--- config.mk ---
export PLATFORM = sky130hd
export DESIGN_NAME = dual_reg_xcvr
export DESIGN_NICKNAME = d
export VERILOG_FILES = /design/src/rtl/xcvr_pkg.sv /design/src/rtl/xcvr_strobe_edge.sv /design/src/rtl/xcvr_dir_ctl.sv /design/src/rtl/xcvr_lane.sv /design/src/rtl/dual_reg_xcvr.sv
export SDC_FILE = /design/constraint.sdc
export NUM_CORES = 1
export LEC_CHECK = 0
export ABC_AREA = 1
export BUFFER_PORTS_ARGS = -buffer_cell sky130_fd_sc_hd__buf_2
export CAP_MARGIN = 15
export CORE_MARGIN = 3
export CORE_UTILIZATION = 38
export DETAILED_ROUTE_END_ITERATION = 7
export PLACE_DENSITY = 0.7
export SLEW_MARGIN = 30
export SYNTH_ARGS = -nofsm -noshare
export SYNTH_HDL_FRONTEND = slang
export SYNTH_SLANG_ARGS = --single-unit
--- constraint.sdc ---
create_clock -name clk -period 1.46 [get_ports clk]
set_clock_uncertainty 0.1 [all_clocks]
set_input_delay 0.219 -clock clk [delete_from_list [all_inputs] [get_ports clk]]
set_output_delay 0.219 -clock clk [all_outputs]
set_load 0.005 [all_outputs]
--- src/rtl/xcvr_pkg.sv ---
package xcvr_pkg;
   typedef enum logic {SRC_LIVE = 1'b0, SRC_STORED = 1'b1} src_e;

   typedef struct packed {
      logic drive_a;
      logic drive_b;
   } drive_t;
endpackage

--- src/rtl/xcvr_strobe_edge.sv ---
module xcvr_strobe_edge #(
   parameter int SYNC_STAGES = 1
) (
   input  logic clk,
   input  logic rst_n,
   input  logic strobe,
   output logic rise
);
   localparam int DEPTH = SYNC_STAGES + 1;

   generate
      if (SYNC_STAGES < 1) begin : g_bad
         $error("xcvr_strobe_edge: SYNC_STAGES must be at least 1");
      end
   endgenerate

   logic [DEPTH-1:0] hist;

   generate
      if (SYNC_STAGES == 1) begin : g_single
         always_ff @(posedge clk or negedge rst_n) begin
            if (!rst_n) hist <= '0;
            else        hist <= {hist[0], strobe};
         end
      end else begin : g_chain
         always_ff @(posedge clk or negedge rst_n) begin
            if (!rst_n) hist <= '0;
            else        hist <= {hist[DEPTH-2:0], strobe};
         end
      end
   endgenerate

   assign rise = hist[DEPTH-2] & ~hist[DEPTH-1];
endmodule

--- src/rtl/xcvr_dir_ctl.sv ---
module xcvr_dir_ctl
   import xcvr_pkg::*;
(
   input  logic   oe_n,
   input  logic   dir_atob,
   output drive_t drv
);
   always_comb begin
      drv.drive_b = ~oe_n &  dir_atob;
      drv.drive_a = ~oe_n & ~dir_atob;
   end
endmodule

--- src/rtl/xcvr_lane.sv ---
module xcvr_lane
   import xcvr_pkg::*;
#(
   parameter int W = 8
) (
   input  logic         clk,
   input  logic         load,
   input  logic [W-1:0] cap_data,
   input  logic [W-1:0] live_data,
   input  src_e         src,
   input  logic         drive,
   output logic [W-1:0] out_data
);
   logic [W-1:0] store_q;
   logic [W-1:0] chosen;

   always_ff @(posedge clk) begin
      if (load) store_q <= cap_data;
   end

   assign chosen   = (src == SRC_STORED) ? store_q : live_data;
   assign out_data = drive ? ~chosen : '0;
endmodule

--- src/rtl/dual_reg_xcvr.sv ---
module dual_reg_xcvr
   import xcvr_pkg::*;
#(
   parameter int W           = 8,
   parameter int SYNC_STAGES = 1
) (
   input  logic         clk,
   input  logic         rst_n,
   input  logic         oe_n,
   input  logic         dir_atob,
   input  logic         sel_ab,
   input  logic         sel_ba,
   input  logic         cap_ab,
   input  logic         cap_ba,
   input  logic [W-1:0] a_in,
   output logic [W-1:0] a_out,
   output logic         a_oe,
   input  logic [W-1:0] b_in,
   output logic [W-1:0] b_out,
   output logic         b_oe
);
   generate
      if (W < 1) begin : g_bad_w
         $error("dual_reg_xcvr: W must be at least 1");
      end
   endgenerate

   drive_t       drv;
   logic         rise_ab;
   logic         rise_ba;
   logic [W-1:0] a_bus;
   logic [W-1:0] b_bus;

   xcvr_dir_ctl u_dir (
      .oe_n     (oe_n),
      .dir_atob (dir_atob),
      .drv      (drv)
   );

   xcvr_strobe_edge #(.SYNC_STAGES(SYNC_STAGES)) u_edge_ab (
      .clk    (clk),
      .rst_n  (rst_n),
      .strobe (cap_ab),
      .rise   (rise_ab)
   );

   xcvr_strobe_edge #(.SYNC_STAGES(SYNC_STAGES)) u_edge_ba (
      .clk    (clk),
      .rst_n  (rst_n),
      .strobe (cap_ba),
      .rise   (rise_ba)
   );

   // the value seen on each bus: driven value when the block drives it
   assign a_bus = drv.drive_a ? a_out : a_in;
   assign b_bus = drv.drive_b ? b_out : b_in;

   xcvr_lane #(.W(W)) u_lane_ab (
      .clk       (clk),
      .load      (rise_ab),
      .cap_data  (a_bus),
      .live_data (a_in),
      .src       (src_e'(sel_ab)),
      .drive     (drv.drive_b),
      .out_data  (b_out)
   );

   xcvr_lane #(.W(W)) u_lane_ba (
      .clk       (clk),
      .load      (rise_ba),
      .cap_data  (b_bus),
      .live_data (b_in),
      .src       (src_e'(sel_ba)),
      .drive     (drv.drive_a),
      .out_data  (a_out)
   );

   assign a_oe = drv.drive_a;
   assign b_oe = drv.drive_b;
endmodule

==> run metrics, run 1 <==
DRT Pass-1 Iters 4; pwr dens 864 nW/um^2; Yosys reg bits 20; number of cells on the worst hold path 3; post-synthesis cell type count 12; reg2reg path depth 3; H-tree levels 1; Worst Hold Class in -> reg; Ys Warns 0; Max VDD drop 0.452 mV; largest net degree at the start of global routing 12; Skew-Pair Late Insertion Delay 0.29 ns; Avg WL per Cell between 10 and 15 um; routed vias/inst around 4.8; Slew Limit Fails 0; Slew HR between 80% and 90%; f_max 720 MHz; Ports 42; Post-Place Cells 201; final wirelength 2590 um; reg-to-reg startpoint u_edge_ba.hist[0]; arrival time at the worst endpoint roughly 1.1 ns; critical path class reg -> out; Final Critical Period about 1.4 ns; DRT iter0 DRCs 44; row cnt 18; Synth Instances 130; HP Start b_in[5]; All-Layer GR Usage 15.2%; Port Buf Inserts about 40; CTS buffer count 3; Clock transition at path regs 0.11 ns; Synth-to-Final Area Change 30.1%; worst r2r dst u_lane_ba.store_q[0]; final hold violations 0; DRC 0; core box area 2540 um^2; worst slew pin tran 0.279 ns; syn nets roughly 150; Mapped Area 1040 um^2; layout cells sized above 1 between 20 and 30%; final setup fails 0; placer congestion estimate 0.870; layout net count 203; Critical Path End Type output port; setup_tns 0 ns; Filler cells 259; vias in the first global route 922; initial antenna violation count 0; WHS 0.113 ns; final core utilization 53.3%; max_cap viols 0; TritonCTS clock tree yes; critical path peak fanout 2; starting density of the core between 40% and 50%; Tcrit/Tclk final a little over nine tenths; CP Launch Type flop; HPWL Detailed between 2000 and 2500 um; die width 58.4 um; chip height roughly 58 um; Seq/Total Area, Yosys 55.7%; ANT nets after route 0; leakage power 0.829 nW; post-cts gate resize count 0; Data required, critical path 1.14 ns; global-route wire length before repair just under 4000 um; RSZ-0062 raised after global routing no; Worst R2R Setup Slack 0.40 ns; vias a little over 1k; Remaining Overflow, GRT 0; Antenna diodes 0; clock sinks 20; status completed; clk root buf clkbuf_4; Syn Area/Cell 8.02 um^2; Die Area 3410 um^2; Clock Path Buffers 2; Finished Layout Cells 208; Min-Delay Endpoint u_lane_ba.store_q[5]
worst max-delay path by stage:
stage	start	end	slack [ns]	cells after the start
6_report	u_lane_ab.store_q[5]	b_out[5]	0.07	4
2_1_floorplan	u_edge_ab.hist[1]	u_lane_ab.store_q[0]	0.26	1
3_5_place_dp	oe_n	a_out[1]	0.16	5
3_3_place_gp	oe_n	u_lane_ab.store_q[2]	0.19	5
5_1_grt	u_lane_ba.store_q[7]	a_out[7]	0.004	4
4_1_cts	u_lane_ab.store_q[5]	b_out[5]	0.06	4
report_power, final:
group / internal [W] / switching [W]
Sequential: 0.000653 / 0.00000859
Combinational: 0.0000830 / 0.000121
Clock: 0.000152 / 0.000156
Total: 0.000887 / 0.000285
cell families after synthesis:
kind of cell	Yosys count	share of synthesized area [%]
and+or+nand+nor	85	35.1
DFF	20	55.7
buffers and inverters	25	9.24
final cells by class:
class | instances | area [um^2] | share of cell area, %
multi-input cells | 85 | 365 | 26.9
flip-flops and latches | 20 | 581 | 42.8
inverters | 23 | 86.3 | 6.37
well taps | 30 | 37.5 | 2.77
repair buffers | 46 | 250 | 18.5
clock buffers | 4 | 36.3 | 2.68
sequential cells by signal (all words and copies together) (netlist names):
signal,cells
u_edge_ba.hist,2
u_lane_ba.store_q,8
u_edge_ab.hist,2
u_lane_ab.store_q,8
through the flow:
| stage | total power [W] | area (um^2) | setup WS, ns |
|---|---|---|---|
| final | 0.00117 | 1360 | 0.0714 |
| after global routing | 0.00123 | 1360 | 0.00432 |
| after CTS | 0.00119 | 1360 | 0.0580 |
| after detailed placement | 0.000873 | 1290 | 0.163 |
| after global placement | 0.000867 | 1290 | 0.192 |
| after floorplan | 0.000775 | 1040 | 0.264 |
layer usage:
layer  global-route usage (%)  part of all wire [%]  wire, um
met3                     3.07                   8.9       232
met1                     20.6                    45      1160
met5                        0                     0         0
met2                     25.2                    46      1190
met4                     2.98                  0.39        10
worst max-delay path, cell delays in order (launching register included):
cell	delay, ns
edfxtp_1	0.40
nand2_1	0.08
nand3_1	0.13
inv_1	0.08
buf_2	0.10
synth_stat cells:
cell / count / area (um^2)
buf_2: 1 / 5.00
nand2_2: 1 / 6.26
edfxtp_1: 16 / 480
nand3_1: 16 / 80.1
inv_2: 1 / 3.75
nand2_1: 64 / 240
nor2_1: 2 / 7.51
nor2_8: 1 / 20.0
dfrtp_1: 4 / 100
inv_1: 22 / 82.6
clkbuf_2: 1 / 5.00
nor2_4: 1 / 11.3
layout by cell type, fill, tap and decap left out, drive strengths merged:
| master | count |
|---|---|
| buf | 43 |
| nand2 | 65 |
| dfrtp | 4 |
| inv | 23 |
| nor2 | 4 |
| clkbuf | 4 |
| dlygate4sd3 | 3 |
| edfxtp | 16 |
| nand3 | 16 |
timing repair:
action	in CTS	in global routing
hold buffers	3	0
setup buffers	0	0
endpoints found under the setup margin	0	0
endpoints found under the hold margin	6	0
No activity file was read; power rests on OpenSTA's default activity.
==> run 2, diff against run 1 <==
--- a/config.mk
+++ b/config.mk
@@ -9,9 +9,9 @@
 export BUFFER_PORTS_ARGS = -buffer_cell sky130_fd_sc_hd__buf_2
 export CAP_MARGIN = 15
 export CORE_MARGIN = 3
-export CORE_UTILIZATION = 38
+export CORE_UTILIZATION = 47
 export DETAILED_ROUTE_END_ITERATION = 7
-export PLACE_DENSITY = 0.7
+export PLACE_DENSITY = 0.83
 export SLEW_MARGIN = 30
 export SYNTH_ARGS = -nofsm -noshare
 export SYNTH_HDL_FRONTEND = slang
==> run 2 against run 1 <==
Net effect: power shrank 3.2%; largest power group unchanged; register-to-register slack gained 0.03 ns; first-iteration DRC count shrank 66%; combinational power grew 2%; critical path depth is the same; design area shrank 0.46%; hold slack lost 0.0097 ns; global-route usage grew 4.5 points; via count grew 1.5%; maximum frequency shrank 0.45%; non-clock buffer count grew 1; core utilization grew 13 points.
==> run metrics, run 2 (synthesized netlist as in run 1, its figures left out) <==
Skew-Pair Late Insertion Delay 0.30 ns (about the same); worst slew pin tran 0.253 ns (-0.0266 ns); ANT nets after route 0 (unchanged); H-tree levels 1 (unchanged); post-cts gate resize count 0 (unchanged); leakage power 0.827 nW (-0.15%); clk root buf clkbuf_4; Remaining Overflow, GRT 0 (unchanged); final setup fails 0 (unchanged); reg2reg path depth 2 (-1); max layer used met4; Slew HR 83.1% (+1.8 points); Ports 42 (unchanged); All-Layer GR Usage 19.6% (+4.5 points); Synth-to-Final Area Change 29.5%; HPWL Detailed 2030 um (-3.2%); chip height 53.1 um (-9.0%); vias in the first global route 929 (+0.76%); global-route wire length before repair 3960 um (+0.18%); initial antenna violation count 0 (unchanged); Top Registers u_lane_ab.store_q x8, u_lane_ba.store_q x8; starting density of the core 51.5% (+11 points); f_max 717 MHz (-0.45%); Final Critical Period 1.39 ns (+0.00628 ns); final wirelength 2620 um (+0.85%); placer congestion estimate 0.796 (-8.5%); Worst R2R Setup Slack 0.43 ns (+0.03 ns); number of cells on the worst hold path 3 (unchanged); largest net degree at the start of global routing 12 (unchanged); max_cap viols 0 (unchanged); CP Launch Type flop; worst r2r dst u_lane_ab.store_q[1]; Clock transition at path regs 0.11 ns (about the same); Tcrit/Tclk final 95.5% (+0.43 points); Slew Limit Fails 0 (unchanged); hold buffers post-CTS 3 (unchanged); DRT iter0 DRCs 15 (-66%); Critical Path End Type output port; Avg WL per Cell 12.7 um (+1.8%); layout net count 204 (+0.49%); Port Buf Inserts 41 (unchanged); final hold violations 0 (unchanged); Worst Hold Class in -> reg; routed vias/inst 4.97 (+2.5%); RSZ-0062 raised after global routing no; Data required, critical path 1.14 ns (about the same); setup_tns 0 ns (unchanged); pwr dens 840 nW/um^2 (-2.8%); Max VDD drop 0.727 mV (+61%); final core utilization 66.8% (+13 points); Antenna diodes 0 (unchanged); Min-Delay Endpoint u_lane_ba.store_q[7]; critical path class reg -> out; vias 1023 (+1.5%); die width 53.1 um (-9.0%); CTS buffer count 3 (unchanged); Die Area 2820 um^2 (-17%); DRT Pass-1 Iters 4 (unchanged); most frequent cells in the layout 64 x nand2_1, 41 x buf_2, 22 x inv_1, 16 x nand3_1, 16 x edfxtp_1; row cnt 16 (-2); Post-CTS Setup Bufs 0 (unchanged); Clock Path Buffers 2 (unchanged); critical path peak fanout 2 (unchanged); clock sinks 20 (unchanged); status completed; HP Start b_in[7]; Metal-1 WL 1060 um (-9.0%); met2 WL 1290 um (+8.9%); TritonCTS clock tree yes; Filler cells 189 (-27%); layout cells sized above 1 28.5% (-0.16 points); commonest non-fill, non-tap cell in the layout nand2_1; core box area 2020 um^2 (-21%); reg-to-reg startpoint u_edge_ab.hist[1]; arrival time at the worst endpoint 1.08 ns (about the same); DRC 0 (unchanged); WL met3 251 um (+8.2%)
[run 2: cell count changes in the layout (fill, tap and decap cells not counted), sizes merged]
cell  change
buf       +1
[run 2: final cells by class]
cell class	count	area, um^2	share of cell area (%)
inverter	23	86.3	6.39
sequential	20	581	43.0
multi-input combinational	85	365	27.1
timing repair buffer	47	258	19.1
clock buffer	4	26.3	1.95
tap	27	33.8	2.50
[run 2: per-layer routing]
metal / vias to the layer above / global-route usage, %
met3: 4 / 2.25
met1: 467 / 22.2
met5: - / 0
met2: 52 / 37.6
li1: 500 / -
met4: 0 / 6.38
[run 2: how the worst max path moves through the flow]
stage                     slack, ns  depth (start not counted)                   end            startpoint
after global placement         0.20                          5              a_out[7]                  oe_n
after CTS                      0.06                          4              b_out[0]  u_lane_ab.store_q[0]
after floorplan                0.26                          1  u_lane_ab.store_q[0]     u_edge_ab.hist[1]
after detailed placement       0.17                          5              a_out[4]                  oe_n
after global routing          0.005                          4              b_out[6]  u_lane_ab.store_q[6]
final                          0.07                          4              b_out[0]  u_lane_ab.store_q[0]
[run 2: critical path, cell delays in order, from the launching register on]
cell	delay (ns)
edfxtp_1	0.40
nand2_1	0.08
nand3_1	0.11
inv_1	0.07
buf_2	0.10
[run 2: stage by stage]
stage	std cells	cell area [um^2]	worst slack, ns	hold slack, ns	power [W]
after detailed placement	199	1290	0.174	-0.0746	0.000873
after global routing	206	1350	0.00481	0.113	0.00119
after CTS	206	1350	0.0622	0.103	0.00114
final	206	1350	0.0651	0.104	0.00113
after floorplan	130	1040	0.264	-0.177	0.000775
after global placement	199	1290	0.201	-0.0761	0.000865
[run 2: power by group]
part           switching (W)  total, W  internal, W
combinational       0.000123  0.000208    0.0000847
clock               0.000160  0.000266     0.000106
sequential        0.00000807  0.000661     0.000653
total               0.000291   0.00113     0.000844
